## src/rtl/hwaddr_pkg.sv

```systemverilog
package hwaddr_pkg;
  typedef enum logic [1:0] {
    SEQ_IDLE  = 2'd0,
    SEQ_ISSUE = 2'd1,
    SEQ_WAIT  = 2'd2,
    SEQ_CHECK = 2'd3
  } seq_state_t;

  localparam logic [7:0] SUM_GOOD = 8'hFF;
endpackage

```

## src/rtl/hwaddr_bitrev.sv

```systemverilog
module hwaddr_bitrev #(
  parameter int W = 8
) (
  input  logic [W-1:0] din,
  output logic [W-1:0] dout
);
  generate
    for (genvar i = 0; i < W; i++) begin : g_mirror
      assign dout[i] = din[W-1-i];
    end
  endgenerate
endmodule

```

## src/rtl/hwaddr_seq.sv

```systemverilog
module hwaddr_seq
  import hwaddr_pkg::*;
#(
  parameter int NUM_BYTES  = 8,
  parameter int STRIDE_LOG = 4,
  parameter int IDX_W      = $clog2(NUM_BYTES),
  parameter int ROM_AW     = IDX_W + STRIDE_LOG
) (
  input  logic              clk,
  input  logic              rst_n,
  input  logic              kick,
  input  logic              rom_dv,
  output logic              rom_rd,
  output logic [ROM_AW-1:0] rom_addr,
  output logic              cap_en,
  output logic [IDX_W-1:0]  cap_idx,
  output logic              clr,
  output logic              chk_now,
  output logic              busy
);
  localparam logic [IDX_W-1:0] LAST_IDX = IDX_W'(NUM_BYTES - 1);

  seq_state_t       state_q;
  logic [IDX_W-1:0] idx_q;

  always_ff @(posedge clk or negedge rst_n) begin
    if (!rst_n) begin
      state_q <= SEQ_IDLE;
      idx_q   <= '0;
    end else begin
      unique case (state_q)
        SEQ_IDLE: if (kick) begin
          state_q <= SEQ_ISSUE;
          idx_q   <= '0;
        end
        SEQ_ISSUE: state_q <= SEQ_WAIT;
        SEQ_WAIT: if (rom_dv) begin
          if (idx_q == LAST_IDX) begin
            state_q <= SEQ_CHECK;
          end else begin
            idx_q   <= idx_q + 1'b1;
            state_q <= SEQ_ISSUE;
          end
        end
        SEQ_CHECK: state_q <= SEQ_IDLE;
        default:   state_q <= SEQ_IDLE;
      endcase
    end
  end

  always_comb begin
    rom_rd   = (state_q == SEQ_ISSUE);
    rom_addr = {idx_q, {STRIDE_LOG{1'b0}}};
    cap_en   = (state_q == SEQ_WAIT) && rom_dv;
    cap_idx  = idx_q;
    clr      = (state_q == SEQ_IDLE) && kick;
    chk_now  = (state_q == SEQ_CHECK);
    busy     = (state_q != SEQ_IDLE);
  end

  // a request is one clock and is followed by a waiting phase
  assert_single_outstanding_R1: assert property (@(posedge clk) disable iff (!rst_n)
    rom_rd |=> (!rom_rd && busy));

  // a start seen mid-run does not restart or end the run
  assert_start_ignored_R7: assert property (@(posedge clk) disable iff (!rst_n)
    (kick && busy && !chk_now) |=> busy);
endmodule

```

## src/rtl/hwaddr_accum.sv

```systemverilog
module hwaddr_accum #(
  parameter int NUM_BYTES  = 8,
  parameter int ADDR_BYTES = 6,
  parameter int IDX_W      = $clog2(NUM_BYTES),
  parameter int MAC_W      = 8 * ADDR_BYTES
) (
  input  logic             clk,
  input  logic             rst_n,
  input  logic             clr,
  input  logic             cap_en,
  input  logic [IDX_W-1:0] cap_idx,
  input  logic [7:0]       byte_in,
  output logic [MAC_W-1:0] asm_addr,
  output logic [7:0]       sum
);
  logic [7:0] sum_q;

  generate
    for (genvar j = 0; j < ADDR_BYTES; j++) begin : g_octet
      logic [7:0] oct_q;
      always_ff @(posedge clk or negedge rst_n) begin
        if (!rst_n)                                     oct_q <= '0;
        else if (cap_en && (cap_idx == IDX_W'(j)))      oct_q <= byte_in;
      end
      assign asm_addr[8*(ADDR_BYTES-j)-1 -: 8] = oct_q;
    end
  endgenerate

  always_ff @(posedge clk or negedge rst_n) begin
    if (!rst_n)      sum_q <= '0;
    else if (clr)    sum_q <= '0;
    else if (cap_en) sum_q <= sum_q ^ byte_in;
  end

  assign sum = sum_q;
endmodule

```

## src/rtl/hwaddr_rom_loader.sv

```systemverilog
module hwaddr_rom_loader
  import hwaddr_pkg::*;
#(
  parameter int NUM_BYTES  = 8,
  parameter int ADDR_BYTES = 6,
  parameter int STRIDE_LOG = 4,
  localparam int IDX_W     = $clog2(NUM_BYTES),
  localparam int ROM_AW    = IDX_W + STRIDE_LOG,
  localparam int MAC_W     = 8 * ADDR_BYTES
) (
  input  logic              clk,
  input  logic              rst_n,
  input  logic              start,
  output logic              rom_rd,
  output logic [ROM_AW-1:0] rom_addr,
  input  logic              rom_dv,
  input  logic [7:0]        rom_data,
  output logic [MAC_W-1:0]  station_addr,
  output logic              done,
  output logic              chk_fail,
  output logic              busy
);
  logic             boot_q;
  logic             kick;
  logic             cap_en, clr, chk_now;
  logic [IDX_W-1:0] cap_idx;
  logic [7:0]       mirrored;
  logic [MAC_W-1:0] asm_addr;
  logic [7:0]       sum;
  logic [MAC_W-1:0] addr_q;
  logic             done_q, fail_q;

  always_ff @(posedge clk or negedge rst_n) begin
    if (!rst_n) boot_q <= 1'b1;
    else        boot_q <= 1'b0;
  end

  assign kick = start | boot_q;

  hwaddr_seq #(
    .NUM_BYTES (NUM_BYTES),
    .STRIDE_LOG(STRIDE_LOG),
    .IDX_W     (IDX_W),
    .ROM_AW    (ROM_AW)
  ) u_seq (
    .clk     (clk),
    .rst_n   (rst_n),
    .kick    (kick),
    .rom_dv  (rom_dv),
    .rom_rd  (rom_rd),
    .rom_addr(rom_addr),
    .cap_en  (cap_en),
    .cap_idx (cap_idx),
    .clr     (clr),
    .chk_now (chk_now),
    .busy    (busy)
  );

  hwaddr_bitrev #(.W(8)) u_mirror (
    .din (rom_data),
    .dout(mirrored)
  );

  hwaddr_accum #(
    .NUM_BYTES (NUM_BYTES),
    .ADDR_BYTES(ADDR_BYTES),
    .IDX_W     (IDX_W),
    .MAC_W     (MAC_W)
  ) u_accum (
    .clk     (clk),
    .rst_n   (rst_n),
    .clr     (clr),
    .cap_en  (cap_en),
    .cap_idx (cap_idx),
    .byte_in (mirrored),
    .asm_addr(asm_addr),
    .sum     (sum)
  );

  always_ff @(posedge clk or negedge rst_n) begin
    if (!rst_n) begin
      addr_q <= '0;
      done_q <= 1'b0;
      fail_q <= 1'b0;
    end else begin
      done_q <= chk_now;
      if (chk_now) begin
        fail_q <= (sum != SUM_GOOD);
        if (sum == SUM_GOOD) addr_q <= asm_addr;
      end
    end
  end

  assign station_addr = addr_q;
  assign done         = done_q;
  assign chk_fail     = fail_q;

  // end-of-run indication lasts a single clock
  assert_done_pulse_R6: assert property (@(posedge clk) disable iff (!rst_n)
    done |=> !done);

  // the address moves only together with a done pulse
  assert_addr_hold_R9: assert property (@(posedge clk) disable iff (!rst_n)
    !done |-> $stable(station_addr));

  // a failing run leaves the previous address in place
  assert_fail_keeps_addr_R9: assert property (@(posedge clk) disable iff (!rst_n)
    (done && chk_fail) |-> $stable(station_addr));
endmodule

```

## config.mk

```make
export PLATFORM = sky130hd
export DESIGN_NAME = hwaddr_rom_loader
export DESIGN_NICKNAME = d
export VERILOG_FILES = /design/src/rtl/hwaddr_pkg.sv /design/src/rtl/hwaddr_bitrev.sv /design/src/rtl/hwaddr_seq.sv /design/src/rtl/hwaddr_accum.sv /design/src/rtl/hwaddr_rom_loader.sv
export SDC_FILE = /design/constraint.sdc
export NUM_CORES = 1
export LEC_CHECK = 0
export ABC_AREA = 1
export BUFFER_PORTS_ARGS = -buffer_cell sky130_fd_sc_hd__buf_2
export CAP_MARGIN = 25
export CORE_ASPECT_RATIO = 0.8
export CORE_MARGIN = 5
export CORE_UTILIZATION = 55
export CTS_CLUSTER_DIAMETER = 60
export DETAILED_ROUTE_END_ITERATION = 10
export PLACE_DENSITY_LB_ADDON = 0.1
export REMOVE_ABC_BUFFERS = 1
export SLEW_MARGIN = 20
export SYNTH_ARGS = -nofsm -noshare
export SYNTH_HDL_FRONTEND = slang
export SYNTH_HIERARCHICAL = 1
export SYNTH_SLANG_ARGS = --single-unit
```

## constraint.sdc

```tcl
create_clock -name clk -period 2.1 [get_ports clk]
set_input_delay 0.21 -clock clk [delete_from_list [all_inputs] [get_ports clk]]
set_output_delay 0.21 -clock clk [all_outputs]
set_load 0.02 [all_outputs]
```

Word-level counts from Yosys, hierarchy flattened
Index checks and enable logic that the tools add are counted.
Widths: inputs -> output; s select.
- add/sub/neg operators: 1
- equal/unequal tests: 14
- muxes and demuxes: 10
- bitwise operators: 2
- reductions and logical operators: 16
- operators by type and width (operator ; count):
    $mux 8 ; 2
    $eq 3x3->1 const B ; 3
    $mux 3 ; 3
    $eq 8x8->1 const B ; 1
    $logic_and 1x1->1 ; 8
    $ne 8x8->1 const B ; 1
    $pmux 2 s4 ; 1
    $xor 8x8->8 ; 1
    $eq 3x2->1 const B ; 2
    $mux 2 ; 3
    $pmux 3 s2 ; 1
    $reduce_bool 2->1 ; 3
    $eq 2x2->1 const B ; 2
    $ne 2x2->1 const B ; 2
    $reduce_and 2->1 ; 2
    $reduce_and 4->1 ; 1
    $add 3x1->3 const B ; 1
    $eq 3x1->1 const B ; 1
    $logic_not 3->1 ; 1
    $eq 2x1->1 const B ; 1
    $logic_not 2->1 ; 1
    $ne 2x1->1 const B ; 1
    $or 1x1->1 ; 1
- bits in registers: 112
- input port bits: 12
- logic and storage cells: 56

Logic depth before layout (Yosys ltp)
- depth after elaboration: 4
- mapped depth: 10
- mapped depth without buffers: 9

By module
Netlist, hierarchy kept.
- by module, submodules not included (module ; times used ; cells each ; area an instance (µm²) ; sequential area each (µm²)):
    hwaddr_accum ; 1 ; 268 ; 2377.3 ; 1401.3
    hwaddr_rom_loader ; 1 ; 228 ; 2118.3 ; 1277.5
    hwaddr_seq ; 1 ; 46 ; 352.8 ; 125.1
    hwaddr_bitrev ; 1 ; 8 ; 60.1 ; 0.0

Worst setup path before layout
OpenSTA, ideal clock, no wires.
- kind: register -> register
- start point: reg u_seq.state_q[0]
- end point: reg u_accum.g_octet[5].oct_q[7]
- setup time: 117 ps
- data arrival time: 1314 ps
- data required time: 1983 ps
- setup slack: 669 ps
- cell stages (with the launch flop): 10
- period minus slack after synthesis: 1431 ps
- cells stage by stage: dfrtp_1 nor2_4 inv_2 nor2_1 buf_4 nand2_1 inv_2 nand2_4 nand2_1 nand2_1
- longest elaborated chain between the ends: 3
- RTL lines (element ; RTL line ; text):
    from (decl) ; hwaddr_seq.sv:23 ; seq_state_t state_q;
    from (signal assigned) ; hwaddr_seq.sv:28 ; state_q <= SEQ_IDLE;
    from (signal assigned) ; hwaddr_seq.sv:33 ; state_q <= SEQ_ISSUE;
    from (signal assigned) ; hwaddr_seq.sv:36 ; SEQ_ISSUE: state_q <= SEQ_WAIT;
    $eq 2x2->1 ; hwaddr_seq.sv:54 ; cap_en = (state_q == SEQ_WAIT) && rom_dv;
    $logic_and 1x1->1 ; hwaddr_seq.sv:54 ;
    via cap_en ; hwaddr_rom_loader.sv:25 ; logic cap_en, clr, chk_now;
    $logic_and 1x1->1 ; hwaddr_accum.sv:23 ; else if (cap_en && (cap_idx == IDX_W'(j))) oct_q <= byte_in;
    to (signal assigned) ; hwaddr_accum.sv:23 ;
    to (decl) ; hwaddr_accum.sv:20 ; logic [7:0] oct_q;
The timed path passes the listed nets, and every way through them passes these cells.
A chain may end at the register's enable or synchronous reset.

Final worst setup path
- start point: reg u_seq.state_q[1]
- end point: reg u_accum.g_octet[5].oct_q[7]
Same word-level chain as after synthesis.

==> flow_metrics.env <==
export IMPL_ir_worst_vdd_mv=0.876
export IMPL_synth_largest_area_cell="dfrtp_1"
export IMPL_yosysSeqAreaShare_pct=57.1
export IMPL_syn_to_final_growth_pct=9.92
export IMPL_cts_tree="done"
export IMPL_antenna_cells=0
export IMPL_critPathTopFamily="simple AND/OR/NAND/NOR gates"
export IMPL_cts_max_path_buffers=2
export IMPL_grt_pass1_wl_mm=17.6
export IMPL_dpl_worst_slack_ns=0.317
export IMPL_ys_async_sr_fraction_pct=100
export IMPL_drc=0
export IMPL_dieHeight_um=94.5
export IMPL_arrival_ns=2.07
export IMPL_pin_count=71
export IMPL_cpPeakStageDelay_ns=0.41
export IMPL_fillers=756
export IMPL_die_x_um=116
export IMPL_drt_iter0_markers=239
export IMPL_cp_required_ns=2.35
export IMPL_finalHoldViolations=0
export IMPL_routed_via_density=5.18
export IMPL_cts_max_level=3
export IMPL_whs_ns=0.157
export IMPL_leakage_nw=3.13
export IMPL_switching_power_mw=1.68
export IMPL_num_rows=30
export IMPL_wl_mm=10.4
export IMPL_clock_power_share_pct=24.9
export IMPL_dieArea_um2=10900
export IMPL_drv_cap=0
export IMPL_start_util_pct=57.1
export IMPL_io_buffer_count=66
export IMPL_synth_edff_count=0
export IMPL_path_clk_slew_ns=0.09
export IMPL_drt_pass1_iterations=5
export IMPL_synth_area_leaders="dfrtp_1 (57%), nand2_1 (18%), nand4_1 (6.1%)"
export IMPL_ff_latch_area_um2=2800
export IMPL_dp_hpwl_mm=6.86
export IMPL_grt_max_degree=49
export IMPL_overflow=0
export IMPL_p_sw_share_pct=33.2
export IMPL_intPower_mw=3.38
export IMPL_synth_distinct_cells=25
export IMPL_grt_pass1_vias=3648
export IMPL_power_frac_comb_pct=21.0
export IMPL_critPathBufInv=4
export IMPL_finalSetupTns_ns=0
export IMPL_syn_inst=550
export IMPL_synth_seq_cells=112
export IMPL_power_frac_seq_pct=54.1
export IMPL_powerDensity_nw_per_um2=937
export IMPL_path_class="reg2reg"
export IMPL_hold_class="in2reg"
export IMPL_multiInputGateArea_um2=1740
export IMPL_end_kind="flip-flop"
export IMPL_path_max_fanout=12
export IMPL_core_um2=8600
export IMPL_cts_made_buffers=9
export IMPL_nNetsFinal=606
export IMPL_layout_drive_gt1_share_pct=19.8
export IMPL_fin_ws_ns=0.278
export IMPL_slew_violations=0
export IMPL_rsz0062_at_grt="false"
export IMPL_synth_top_area_share_pct=56.6
export IMPL_yosys_top_cells_count="nand2_1 (232), dfrtp_1 (111), nand4_1 (48), nand3_1 (43), buf_4 (23)"
export IMPL_clk_latency_ns=0.36
export IMPL_syn_area_um2=4910
export IMPL_skew_ns=0.00865
export IMPL_ys_warn_count=6
export IMPL_slowest_stage="dfrtp_1"
export IMPL_clock_sinks=112
export IMPL_final_setup_viol_count=0
export IMPL_wl_per_cell_um=14.6
export IMPL_gp_congestion=0.825
export IMPL_grt_usage_pct=20.1
export IMPL_fmax_mhz=549
export IMPL_synth_ff_type="dfrtp_1"
export IMPL_status="finished clean"
export IMPL_antenna_found_initial=0
export IMPL_period_share_pct=86.8
export IMPL_finalCriticalPeriod_ns=1.82
export IMPL_crit_chain="inv_2 -> nor2_4 -> inv_2 -> nor2_1 -> buf_4 -> nand2_1 -> inv_2 -> nand2_4 -> nand2_1 -> nand2_1"
export IMPL_post_synth_top_count_cell="nand2_1"
export IMPL_vias=3666
export IMPL_drt_antenna_violating_nets=0
export IMPL_post_cts_repair_setup_buffers=0
export IMPL_critPathLaunchType="flip-flop"
export IMPL_root_buffer="clkbuf_8"
export IMPL_avgSynthCellArea_um2=8.92
power by group through the flow:
stage,combinational (mW),clock (mW),sequential [mW]
global placement,1.03,0,2.76
CTS,1.07,1.31,2.74
global route,1.21,1.38,2.78
finish,1.06,1.26,2.74
detailed placement,1.06,0,2.78
floorplan,0.740,0,2.74
sequential cells by signal, summed over array words and instances (netlist names):
signal and cells:
chk_fail 1, u_seq/cap_idx 3, u_seq/state_q 2, done 1, u_accum/g_octet.oct_q 48, station_addr 48
boot_q 1, u_accum/sum 8
routing by layer:
layer	track usage, %	part of all wire (%)
met3	3.65	4.8
met5	0	0
met2	32.9	48
met1	28.5	47
met4	4.25	0.45
path summary, 6_finish.rpt:
| kind | start | endpoint | slack (ns) | cells past startpoint |
|---|---|---|---|---|
| max in group asynchronous | rst_n | boot_q | 1.14 | 3 |
| min reg2reg | station_addr[26] | station_addr[26] | 0.47 | 2 |
| min | rom_dv | u_seq/state_q[0] | 0.16 | 3 |
| max | u_seq/state_q[1] | u_accum/g_octet[5].oct_q[7] | 0.28 | 10 |
| min in group asynchronous | rst_n | station_addr[18] | 0.35 | 2 |
| max reg2reg | u_seq/state_q[1] | u_accum/g_octet[5].oct_q[7] | 0.28 | 10 |
tightest hold or removal path, stage by stage:
cell     delay, ns
buf_2         0.07
inv_1         0.06
o21ai_1       0.13
cells in the final DEF, fill, tap and decap left out, types with 4 or more instances in the layout:
| master | count |
|---|---|
| nor2_1 | 14 |
| nand4_1 | 48 |
| buf_2 | 65 |
| a21oi_1 | 8 |
| clkbuf_8 | 10 |
| nand2_4 | 4 |
| inv_2 | 6 |
| nand2_1 | 232 |
| nor2_4 | 6 |
| conb_1 | 5 |
| dfrtp_1 | 111 |
| nand2_2 | 4 |
| nand3_1 | 43 |
| buf_4 | 7 |
| inv_1 | 11 |
layout make-up:
cell class | count | share of cell area (%)
Clock buffer | 10 | 2.55
Clock inverter | 5 | 1.07
Inverter | 17 | 1.18
Multi-Input combinational cell | 376 | 32.3
Sequential cell | 112 | 52.0
Tap cell | 112 | 2.60
Timing Repair Buffer | 76 | 8.30
what timing repair did:
item,in CTS,in global routing
endpoints found under the hold margin,34,0
gates resized for setup,0,0
endpoints found under the setup margin,0,0
hold buffers,1,0
per-stage QoR:
| step | utilization (%) | instance area (um^2) | power [mW] | instances |
|---|---|---|---|---|
| 2_1_floorplan | - | 4610 | 3.48 | 505 |
| 3_3_place_gp | 60.4 | 5190 | 3.79 | 692 |
| 3_5_place_dp | 60.4 | 5190 | 3.84 | 692 |
| 4_1_cts | 62.8 | 5400 | 5.11 | 708 |
| 5_1_grt | 62.8 | 5400 | 5.36 | 708 |
| 6_report | 62.8 | 5400 | 5.06 | 708 |
kinds of logic (layout without fill, tap and decap cells):
group,count (synthesis),count (layout),synth area share (%)
AOI/OAI and AO/OA,10,10,1.07
adders and majority gates,2,2,0.510
buffers and inverters,65,108,7.57
DFF,112,112,57.1
other,2,5,0.153
and+or+nand+nor,359,359,33.6
Note: power is estimated with default switching activity, not from simulation.
